File: config.mk
export PLATFORM = sky130hd
export DESIGN_NAME = dacspi_cmd_engine
export DESIGN_NICKNAME = d
export VERILOG_FILES = /design/src/rtl/dacspi_pkg.sv /design/src/rtl/dacspi_frame_build.sv /design/src/rtl/dacspi_shifter.sv /design/src/rtl/dacspi_seq.sv /design/src/rtl/dacspi_cmd_engine.sv
export SDC_FILE = /design/constraint.sdc
export NUM_CORES = 1
export LEC_CHECK = 0
export BUFFER_PORTS_ARGS = -buffer_cell sky130_fd_sc_hd__buf_2
export CORE_UTILIZATION = 25
export DETAILED_ROUTE_END_ITERATION = 7
export GPL_TIMING_DRIVEN = 0
export PLACE_DENSITY_LB_ADDON = 0.1
export SETUP_SLACK_MARGIN = 0.5
export SLEW_MARGIN = 20
export SYNTH_ARGS = -nofsm -noshare
export SYNTH_HDL_FRONTEND = slang
export SYNTH_SLANG_ARGS = --single-unit
File: constraint.sdc
create_clock -name clk -period 5.9 [get_ports clk]
set_clock_uncertainty 0.2 [all_clocks]
set_input_delay 0.885 -clock clk [delete_from_list [all_inputs] [get_ports clk]]
set_output_delay 0.885 -clock clk [all_outputs]
set_load 0.05 [all_outputs]
File: src/rtl/dacspi_pkg.sv
package dacspi_pkg;
  localparam int FRAME_W = 24;
  localparam int VAL_W   = 16;
  localparam int ADDR_W  = 6;
  localparam int CH_BASE = 8;

  typedef enum logic [2:0] {
    K_DATA    = 3'd0,
    K_OFFSET  = 3'd1,
    K_GAIN    = 3'd2,
    K_SPECIAL = 3'd3,
    K_READ    = 3'd4,
    K_OFSDAC  = 3'd5,
    K_RSV6    = 3'd6,
    K_RSV7    = 3'd7
  } req_kind_e;

  localparam logic [1:0] MODE_DATA    = 2'd3;
  localparam logic [1:0] MODE_OFFSET  = 2'd2;
  localparam logic [1:0] MODE_GAIN    = 2'd1;
  localparam logic [1:0] MODE_SPECIAL = 2'd0;

  localparam logic [ADDR_W-1:0] FN_NOP  = 6'd0;
  localparam logic [ADDR_W-1:0] FN_OFS0 = 6'd2;
  localparam logic [ADDR_W-1:0] FN_OFS1 = 6'd3;
  localparam logic [ADDR_W-1:0] FN_READ = 6'd5;
endpackage

File: src/rtl/dacspi_frame_build.sv
module dacspi_frame_build
  import dacspi_pkg::*;
#(
  parameter int CH_W = 5
) (
  input  logic [2:0]         kind,
  input  logic [CH_W-1:0]    chan,
  input  logic [VAL_W-1:0]   value,
  input  logic               second,
  output logic [FRAME_W-1:0] frame,
  output logic               two_frame,
  output logic               is_read
);
  logic [ADDR_W-1:0] chan_ext;
  logic [ADDR_W-1:0] chan_addr;
  logic [VAL_W-1:0]  rd_sel;

  assign chan_ext  = ADDR_W'(chan);
  assign chan_addr = chan_ext + ADDR_W'(CH_BASE);
  assign rd_sel    = value + (VAL_W'(chan) << 7);

  always_comb begin
    two_frame = 1'b0;
    is_read   = 1'b0;
    case (kind)
      K_DATA:   frame = {MODE_DATA, chan_addr, value};
      K_OFFSET: frame = {MODE_OFFSET, chan_addr, value};
      K_GAIN:   frame = {MODE_GAIN, chan_addr, value};
      K_READ: begin
        two_frame = 1'b1;
        is_read   = 1'b1;
        frame = second ? {MODE_SPECIAL, FN_NOP, {VAL_W{1'b0}}}
                       : {MODE_SPECIAL, FN_READ, rd_sel};
      end
      K_OFSDAC: begin
        two_frame = 1'b1;
        frame = {MODE_SPECIAL, (second ? FN_OFS1 : FN_OFS0), 2'b00, value[13:0]};
      end
      default:  frame = {MODE_SPECIAL, chan_ext, value};
    endcase
  end
endmodule

File: src/rtl/dacspi_shifter.sv
module dacspi_shifter
  import dacspi_pkg::*;
#(
  parameter int HALF_W = 4
) (
  input  logic               clk,
  input  logic               rst,
  input  logic               start,
  input  logic [FRAME_W-1:0] frame,
  input  logic [HALF_W-1:0]  half_cyc,
  input  logic               miso,
  output logic               sclk,
  output logic               cs_n,
  output logic               mosi,
  output logic [VAL_W-1:0]   rx,
  output logic               done
);
  localparam int BC_W = $clog2(FRAME_W);

  typedef enum logic [1:0] {S_IDLE, S_RUN, S_TAIL} sh_st_e;
  sh_st_e              st;
  logic [HALF_W-1:0]   hc;
  logic [HALF_W-1:0]   hlim;
  logic [BC_W-1:0]     bitcnt;
  logic [FRAME_W-1:0]  tx;

  assign hlim = half_cyc - HALF_W'(1);

  always_ff @(posedge clk) begin
    if (rst) begin
      st <= S_IDLE; cs_n <= 1'b1; sclk <= 1'b0; mosi <= 1'b0;
      hc <= '0; bitcnt <= '0; tx <= '0; rx <= '0; done <= 1'b0;
    end else begin
      done <= 1'b0;
      case (st)
        S_IDLE: if (start) begin
          st <= S_RUN; cs_n <= 1'b0; tx <= frame;
          hc <= '0; bitcnt <= '0; rx <= '0;
        end
        S_RUN: begin
          if (hc == hlim) begin
            hc   <= '0;
            sclk <= ~sclk;
            if (!sclk) begin
              mosi <= tx[FRAME_W-1];
              tx   <= {tx[FRAME_W-2:0], 1'b0};
            end else begin
              rx <= {rx[VAL_W-2:0], miso};
              if (bitcnt == BC_W'(FRAME_W-1)) st <= S_TAIL;
              else bitcnt <= bitcnt + BC_W'(1);
            end
          end else begin
            hc <= hc + HALF_W'(1);
          end
        end
        default: begin
          if (hc == hlim) begin
            hc <= '0; cs_n <= 1'b1; done <= 1'b1; mosi <= 1'b0; st <= S_IDLE;
          end else begin
            hc <= hc + HALF_W'(1);
          end
        end
      endcase
    end
  end

  assert_sclk_idle_R2: assert property (@(posedge clk) disable iff (rst)
    cs_n |-> !sclk);
  assert_mosi_launch_R2: assert property (@(posedge clk) disable iff (rst)
    (!cs_n && $fell(sclk)) |-> $stable(mosi));
  assert_done_release_R2: assert property (@(posedge clk) disable iff (rst)
    done |-> (cs_n && !$past(cs_n)));
endmodule

File: src/rtl/dacspi_seq.sv
module dacspi_seq
  import dacspi_pkg::*;
#(
  parameter int CH_W    = 5,
  parameter int GAP_CYC = 54
) (
  input  logic             clk,
  input  logic             rst,
  input  logic             req_valid,
  output logic             req_ready,
  input  logic [2:0]       req_kind,
  input  logic [CH_W-1:0]  req_chan,
  input  logic [VAL_W-1:0] req_value,
  output logic [2:0]       lat_kind,
  output logic [CH_W-1:0]  lat_chan,
  output logic [VAL_W-1:0] lat_value,
  input  logic             two_frame,
  input  logic             is_read,
  output logic             second,
  output logic             start,
  output logic             slow,
  output logic             rd_phase,
  input  logic             done,
  input  logic [VAL_W-1:0] rx,
  output logic             rd_valid,
  output logic [VAL_W-1:0] rd_data
);
  localparam int GAP_W = $clog2(GAP_CYC + 1);

  typedef enum logic [2:0] {Q_IDLE, Q_L0, Q_W0, Q_GAP, Q_L1, Q_W1} q_st_e;
  q_st_e            st;
  logic [GAP_W-1:0] gcnt;

  assign req_ready = (st == Q_IDLE);
  assign start     = (st == Q_L0) || (st == Q_L1);
  assign second    = (st == Q_L1) || (st == Q_W1);
  assign slow      = second && is_read;
  assign rd_phase  = slow;

  always_ff @(posedge clk) begin
    if (rst) begin
      st <= Q_IDLE; gcnt <= '0; rd_valid <= 1'b0; rd_data <= '0;
      lat_kind <= '0; lat_chan <= '0; lat_value <= '0;
    end else begin
      rd_valid <= 1'b0;
      case (st)
        Q_IDLE: if (req_valid) begin
          lat_kind <= req_kind; lat_chan <= req_chan; lat_value <= req_value;
          st <= Q_L0;
        end
        Q_L0: st <= Q_W0;
        Q_W0: if (done) begin
          if (!two_frame) st <= Q_IDLE;
          else if (is_read) begin st <= Q_GAP; gcnt <= '0; end
          else st <= Q_L1;
        end
        Q_GAP: begin
          if (gcnt == GAP_W'(GAP_CYC - 1)) st <= Q_L1;
          else gcnt <= gcnt + GAP_W'(1);
        end
        Q_L1: st <= Q_W1;
        default: if (done) begin
          st <= Q_IDLE;
          if (is_read) begin rd_valid <= 1'b1; rd_data <= rx; end
        end
      endcase
    end
  end

  assert_ready_drop_R9: assert property (@(posedge clk) disable iff (rst)
    (req_valid && req_ready) |=> !req_ready);
  assert_rd_pulse_R8: assert property (@(posedge clk) disable iff (rst)
    rd_valid |=> !rd_valid);
  assert_rd_idle_R8: assert property (@(posedge clk) disable iff (rst)
    rd_valid |-> req_ready);
endmodule

File: src/rtl/dacspi_cmd_engine.sv
module dacspi_cmd_engine
  import dacspi_pkg::*;
#(
  parameter int CH_W    = 5,
  parameter int WR_DIV  = 4,
  parameter int RD_DIV  = 16,
  parameter int GAP_CYC = 54
) (
  input  logic              clk,
  input  logic              rst,
  input  logic              req_valid,
  output logic              req_ready,
  input  logic [2:0]        req_kind,
  input  logic [CH_W-1:0]   req_chan,
  input  logic [15:0]       req_value,
  output logic              rd_valid,
  output logic [15:0]       rd_data,
  output logic              spi_sclk,
  output logic              spi_cs_n,
  output logic              spi_mosi,
  input  logic              spi_miso
);
  localparam int WR_HALF = WR_DIV / 2;
  localparam int RD_HALF = RD_DIV / 2;
  localparam int MAX_HALF = (WR_HALF > RD_HALF) ? WR_HALF : RD_HALF;
  localparam int HALF_W  = $clog2(MAX_HALF + 1);

  logic [2:0]         lat_kind;
  logic [CH_W-1:0]    lat_chan;
  logic [VAL_W-1:0]   lat_value;
  logic               two_frame, is_read, second, start, slow, rd_phase, done;
  logic [FRAME_W-1:0] frame;
  logic [VAL_W-1:0]   rx;
  logic [HALF_W-1:0]  half_cyc;

  assign half_cyc = slow ? HALF_W'(RD_HALF) : HALF_W'(WR_HALF);

  dacspi_seq #(.CH_W(CH_W), .GAP_CYC(GAP_CYC)) u_seq (
    .clk(clk), .rst(rst), .req_valid(req_valid), .req_ready(req_ready),
    .req_kind(req_kind), .req_chan(req_chan), .req_value(req_value),
    .lat_kind(lat_kind), .lat_chan(lat_chan), .lat_value(lat_value),
    .two_frame(two_frame), .is_read(is_read), .second(second),
    .start(start), .slow(slow), .rd_phase(rd_phase), .done(done), .rx(rx),
    .rd_valid(rd_valid), .rd_data(rd_data)
  );

  dacspi_frame_build #(.CH_W(CH_W)) u_build (
    .kind(lat_kind), .chan(lat_chan), .value(lat_value), .second(second),
    .frame(frame), .two_frame(two_frame), .is_read(is_read)
  );

  dacspi_shifter #(.HALF_W(HALF_W)) u_shift (
    .clk(clk), .rst(rst), .start(start), .frame(frame), .half_cyc(half_cyc),
    .miso(spi_miso), .sclk(spi_sclk), .cs_n(spi_cs_n), .mosi(spi_mosi),
    .rx(rx), .done(done)
  );

  logic [15:0] hi_cnt;
  always_ff @(posedge clk) begin
    if (rst) hi_cnt <= '0;
    else if (!spi_cs_n) hi_cnt <= '0;
    else if (hi_cnt != 16'hFFFF) hi_cnt <= hi_cnt + 16'd1;
  end

  assert_read_gap_R7: assert property (@(posedge clk) disable iff (rst)
    ($fell(spi_cs_n) && rd_phase) |-> (32'(hi_cnt) >= GAP_CYC));
  assert_busy_frame_R9: assert property (@(posedge clk) disable iff (rst)
    !spi_cs_n |-> !req_ready);
endmodule

==> results.md <==
| Step | Metric | This run |
|---|---|---|
| outcome | Outcome | finished clean |
| yosys | Net count after synthesis | 623 |
| power and ir drop | Switch share | 0.295 |
| timing | Slew headroom | 0.480 |
| power and ir drop | Largest vdd supply drop | 145 uV |
| power and ir drop | Clk pwr share | 0.392 |
| worst setup path | Worst Path Arrival | 2.83 ns |
| timing | Measured slew at the worst slew-check pin | 0.776 ns |
| timing | Unrepaired setup endpoints after global routing | false |
| yosys | Async SR Flop Fraction | 0 |
| worst setup path | Worst Setup End Kind | register |
| global route | Vias in the first global route | 4237 |
| timing | Hold violation count in the final report | 0 |
| flow run | Max-cap violations | 0 |
| floorplan | Area of the die | 20100 um2 |
| place | Weighted congestion reported at the end of routability-driven placement | 0.772 |
| cts | Clock-pin slew reported for the worst setup and hold paths after clock tree synthesis | 0.08 ns |
| worst hold path | Class of the most critical hold timing path | register to register |
| cells and area | Filler-free cell count of the finished design | 908 |
| yosys | Seq/Total Area, Yosys | 0.430 |
| cts | Later-pin clock latency in the skew report | 0.36 ns |
| power and ir drop | Total internal power | 0.00116 W |
| cells and area | Area added between synthesis and finish | 17.9% |
| drt | Number of vias per cell | 4.82 |
| worst setup path | Cell type group with the largest total delay on the critical path | simple AND/OR/NAND/NOR gates |
| cells and area | Layout cell share with drive strength beyond 1 | 0.136 |
| power and ir drop | Fraction of power consumed by sequential logic | 0.467 |
| yosys | Unique masters post-synth | 62 |
| worst setup path | Most numerous cell on the critical path | clkbuf_1 |
| cts | Post_cts resized | 0 |
| place | DP HPWL | 10500 um |
| cts | Root buffer cell | clkbuf_16 |
| worst setup path | Largest stage delay, worst path | 0.66 ns |
| place | Cells after DPL | 892 |
| timing | Post-Route Hold Slack | 0.255 ns |
| floorplan | # rows | 50 |
| cts | CTS hold repair buffers | 0 |
| floorplan | Effective utilization at floorplan | 0.258 |
| cells and area | Antenna diode instance count | 0 |
| drt | Remaining antenna violation count after routing | 0 |
| drt | Routed vias | 4380 |
| cells and area | Area taken by multi-input logic gates | 2520 um2 |
| yosys | Share of the synthesized netlist area taken by xor and xnor gates | 0.0143 |
| floorplan | Area of the core region | 19000 um2 |
| power and ir drop | Power per cell area | 285 nW/um2 |
| yosys | Mux cell area share after synthesis | 0.0164 |
| global route | Global-route wire length before repair | 23000 um |
| drt | Final WL | 14200 um |
| place | Worst slack at placement | 3.14 ns |
| place | # port buffers | 48 |
| yosys | Primary flip-flop cell chosen by synthesis mapping | dfxtp_1 |
| yosys | Number of enable flip-flop cells after synthesis | 0 |
| cts | Number of levels the H-tree was split into | 3 |
| drt | Total DRC errors in the routed layout | 0 |
| timing | Minimum setup slack in the final design | 3.15 ns |
| global route | Grt ovf | 0 |
| cells and area | Seq. cell area | 2100 um2 |
| yosys | Number of standard cells after synthesis | 584 |
| drt | Detail-routed net length per standard cell | 15.7 um |
| power and ir drop | Switching power summed over all nets | 0.000485 W |
| floorplan | I/O pin count | 49 |
| cts | Num Clock Sinks | 105 |
| cells and area | Final-layout fill cell count | 2069 |
| cts | Clk buf depth | 2 |
| timing | Final count of pins violating max slew | 0 |
| worst setup path | Kind of start point of the critical path | register |
| worst setup path | Endpoint required time on the critical path | 5.98 ns |
| timing | Final period demand of the worst path | 2.75 ns |
| cts | Clock tree from TritonCTS | built |
| timing | Final total negative setup slack | 0 ns |
| global route | Antenna violations before repair | 0 |
| yosys | Number of synthesis warnings | 0 |
| yosys | Mean cell area of the mapped netlist | 8.38 um2 |
| worst setup path | Type of the worst setup path | register to register |
| yosys | Synth Area in Simple Gates | 0.231 |
| cts | TritonCTS buffer count | 9 |
| worst setup path | Slowest library cell on the worst path | nor3_2 |
| yosys | Number of storage elements in the synthesis netlist | 105 |
| yosys | Post-synthesis instance area | 4890 um2 |
| drt | Number of detailed-routing iterations run before antenna repair | 4 |
| worst setup path | Buf+Inv Stages, Crit Path | 3 |
| cells and area | Net count, final | 682 |
| worst setup path | Highest net fanout along the worst path | 10 |
| worst setup path | Cells traversed along the worst timing path | clkbuf_1 -> or2_1 -> clkbuf_1 -> nor3_2 -> clkbuf_1 -> nand3_1 -> o211ai_1 |
| power and ir drop | Static leakage | 2.13 nW |
| cts | Post-CTS Setup Inserts | 0 |
| floorplan | Height of the chip | 142 um |
| floorplan | Width of the die | 142 um |
| yosys | Complex-gate fraction of the synthesized area | 0.223 |
| global route | Maximum number of pins on one net before global-route repair | 20 |
| power and ir drop | Relative contribution of combinational cells to total power | 0.141 |
| timing | Period utilization | 0.466 |
| timing | Number of endpoints failing setup at the final stage | 0 |
| yosys | Share of synthesized cell area in full adder, half adder and majority cells | 0.0297 |
| drt | DR iter-0 viols | 289 |
| timing | F_max | 0.364 GHz |
| global route | Total routing resource utilization after global routing | 0.148 |
| yosys | Dominant combinational cell family by area after synthesis | simple AND/OR/NAND/NOR gates |
-- cell type report --
class | count | share of cell area
plain buffers | 45 | 0.0404
clock buffers | 9 | 0.0391
clock inverters | 7 | 0.0145
inverters | 11 | 0.00716
multi-input cells | 423 | 0.436
flip-flops and latches | 105 | 0.365
well taps | 260 | 0.0564
repair buffers | 48 | 0.0417
-- layout by cell type, fill, tap and decap left out, types with 9 or more instances in the layout --
cell and n:
ha_1 10, dfxtp_1 105, a21oi_1 68, o21ai_0 13, o221ai_1 11, nand3_1 24, nand4_1 9, buf_2 51
a211oi_1 10, nor2_1 30, nor3_1 17, inv_1 11, a22o_1 16, clkbuf_1 33, clkbuf_16 9, nand2_1 111
-- through the flow --
| step | util | total power, W | area (um2) |
|---|---|---|---|
| final | 0.304 | 0.00165 | 5770 |
| after global routing | 0.304 | 0.00172 | 5770 |
| after CTS | 0.304 | 0.00167 | 5770 |
| after detailed placement | 0.288 | 0.00102 | 5460 |
| after global placement | 0.288 | 0.00102 | 5460 |
| after floorplan | - | 0.000942 | 4890 |
-- flip-flops by register name, summed over array words and instances (netlist names), 3 cells and up --
signal,count
u_shift.rx,16
u_seq.lat_value,16
u_seq.lat_chan,5
u_shift.bitcnt,5
u_seq.st,3
u_seq.rd_data,16
u_shift.tx,24
u_seq.lat_kind,3
u_shift.hc,4
u_seq.gcnt,6
-- cell families (layout without fill, tap and decap cells) --
family / count (synthesis) / in the layout
xor gates and xnor gates: 8 / 8
DFF: 105 / 105
AOI/OAI and AO/OA: 162 / 162
and+or+nand+nor: 234 / 234
muxes: 8 / 8
buffers and inverters: 56 / 120
adders and majority gates: 11 / 11
-- worst paths after layout --
| path | from | end | slack (ns) | cells after the start |
|---|---|---|---|---|
| worst max-delay path | u_shift.st[1] | u_shift.tx[14] | 3.15 | 7 |
| worst min-delay path | u_seq.rd_data[8] | u_seq.rd_data[8] | 0.25 | 2 |
| worst max register to register | u_shift.st[1] | u_shift.tx[14] | 3.15 | 7 |
| worst min register to register | u_seq.rd_data[8] | u_seq.rd_data[8] | 0.25 | 2 |
-- worst min-delay path: cells and delay by family, from the launching register on --
| family | cells | cell delay (ns) |
|---|---|---|
| AND/OR/NAND/NOR | 1 | 0.05 |
| flip-flops | 1 | 0.31 |
| AO/OA/AOI/OAI | 1 | 0.05 |
-- routing by layer --
metal / GRT usage / wire length, um / vias to the layer above
li1: - / - / 2225
met1: 0.198 / 7000 / 2060
met2: 0.239 / 6550 / 79
met3: 0.0260 / 445 / 16
met4: 0.0492 / 246 / 0
met5: 0 / 0 / -
-- power by group through the flow --
stage	sequential [W]	combinational, W	clock [W]
finish	0.000769	0.000232	0.000644
global route	0.000773	0.000260	0.000690
CTS	0.000768	0.000235	0.000666
detailed placement	0.000785	0.000235	0
global placement	0.000784	0.000233	0
floorplan	0.000780	0.000162	0
-- synth_stat cells (3+ instances only) --
cell type  instances  area share
mux2i_1            8       0.016
a22o_1            16       0.029
a311oi_1           5      0.0090
a211oi_1          10       0.015
dfxtp_1          105        0.43
nor2b_1            4      0.0051
inv_1             11      0.0084
buf_6              5       0.012
or2_2              3      0.0038
buf_2              3      0.0031
a21o_1             3      0.0046
nand2b_1           6      0.0077
o211ai_1           5      0.0077
nand3_1           24       0.025
a221o_1            3      0.0061
nor2_1            30       0.023
clkbuf_1          33       0.025
or3_1              3      0.0038
buf_4              3      0.0046
o31ai_1            5      0.0077
ha_1              10       0.026
and4_1             4      0.0072
nand4b_1           3      0.0054
o221ai_1          11       0.020
o21ai_0           13       0.013
nor3_1            17       0.017
and3_1             4      0.0051
nand4_1            9       0.012
a2bb2oi_1          6       0.011
xnor2_1            4      0.0072
xor2_1             4      0.0072
a21oi_1           68       0.070
nand2_1          111       0.085
Note: power is estimated with default switching activity, not from simulation.
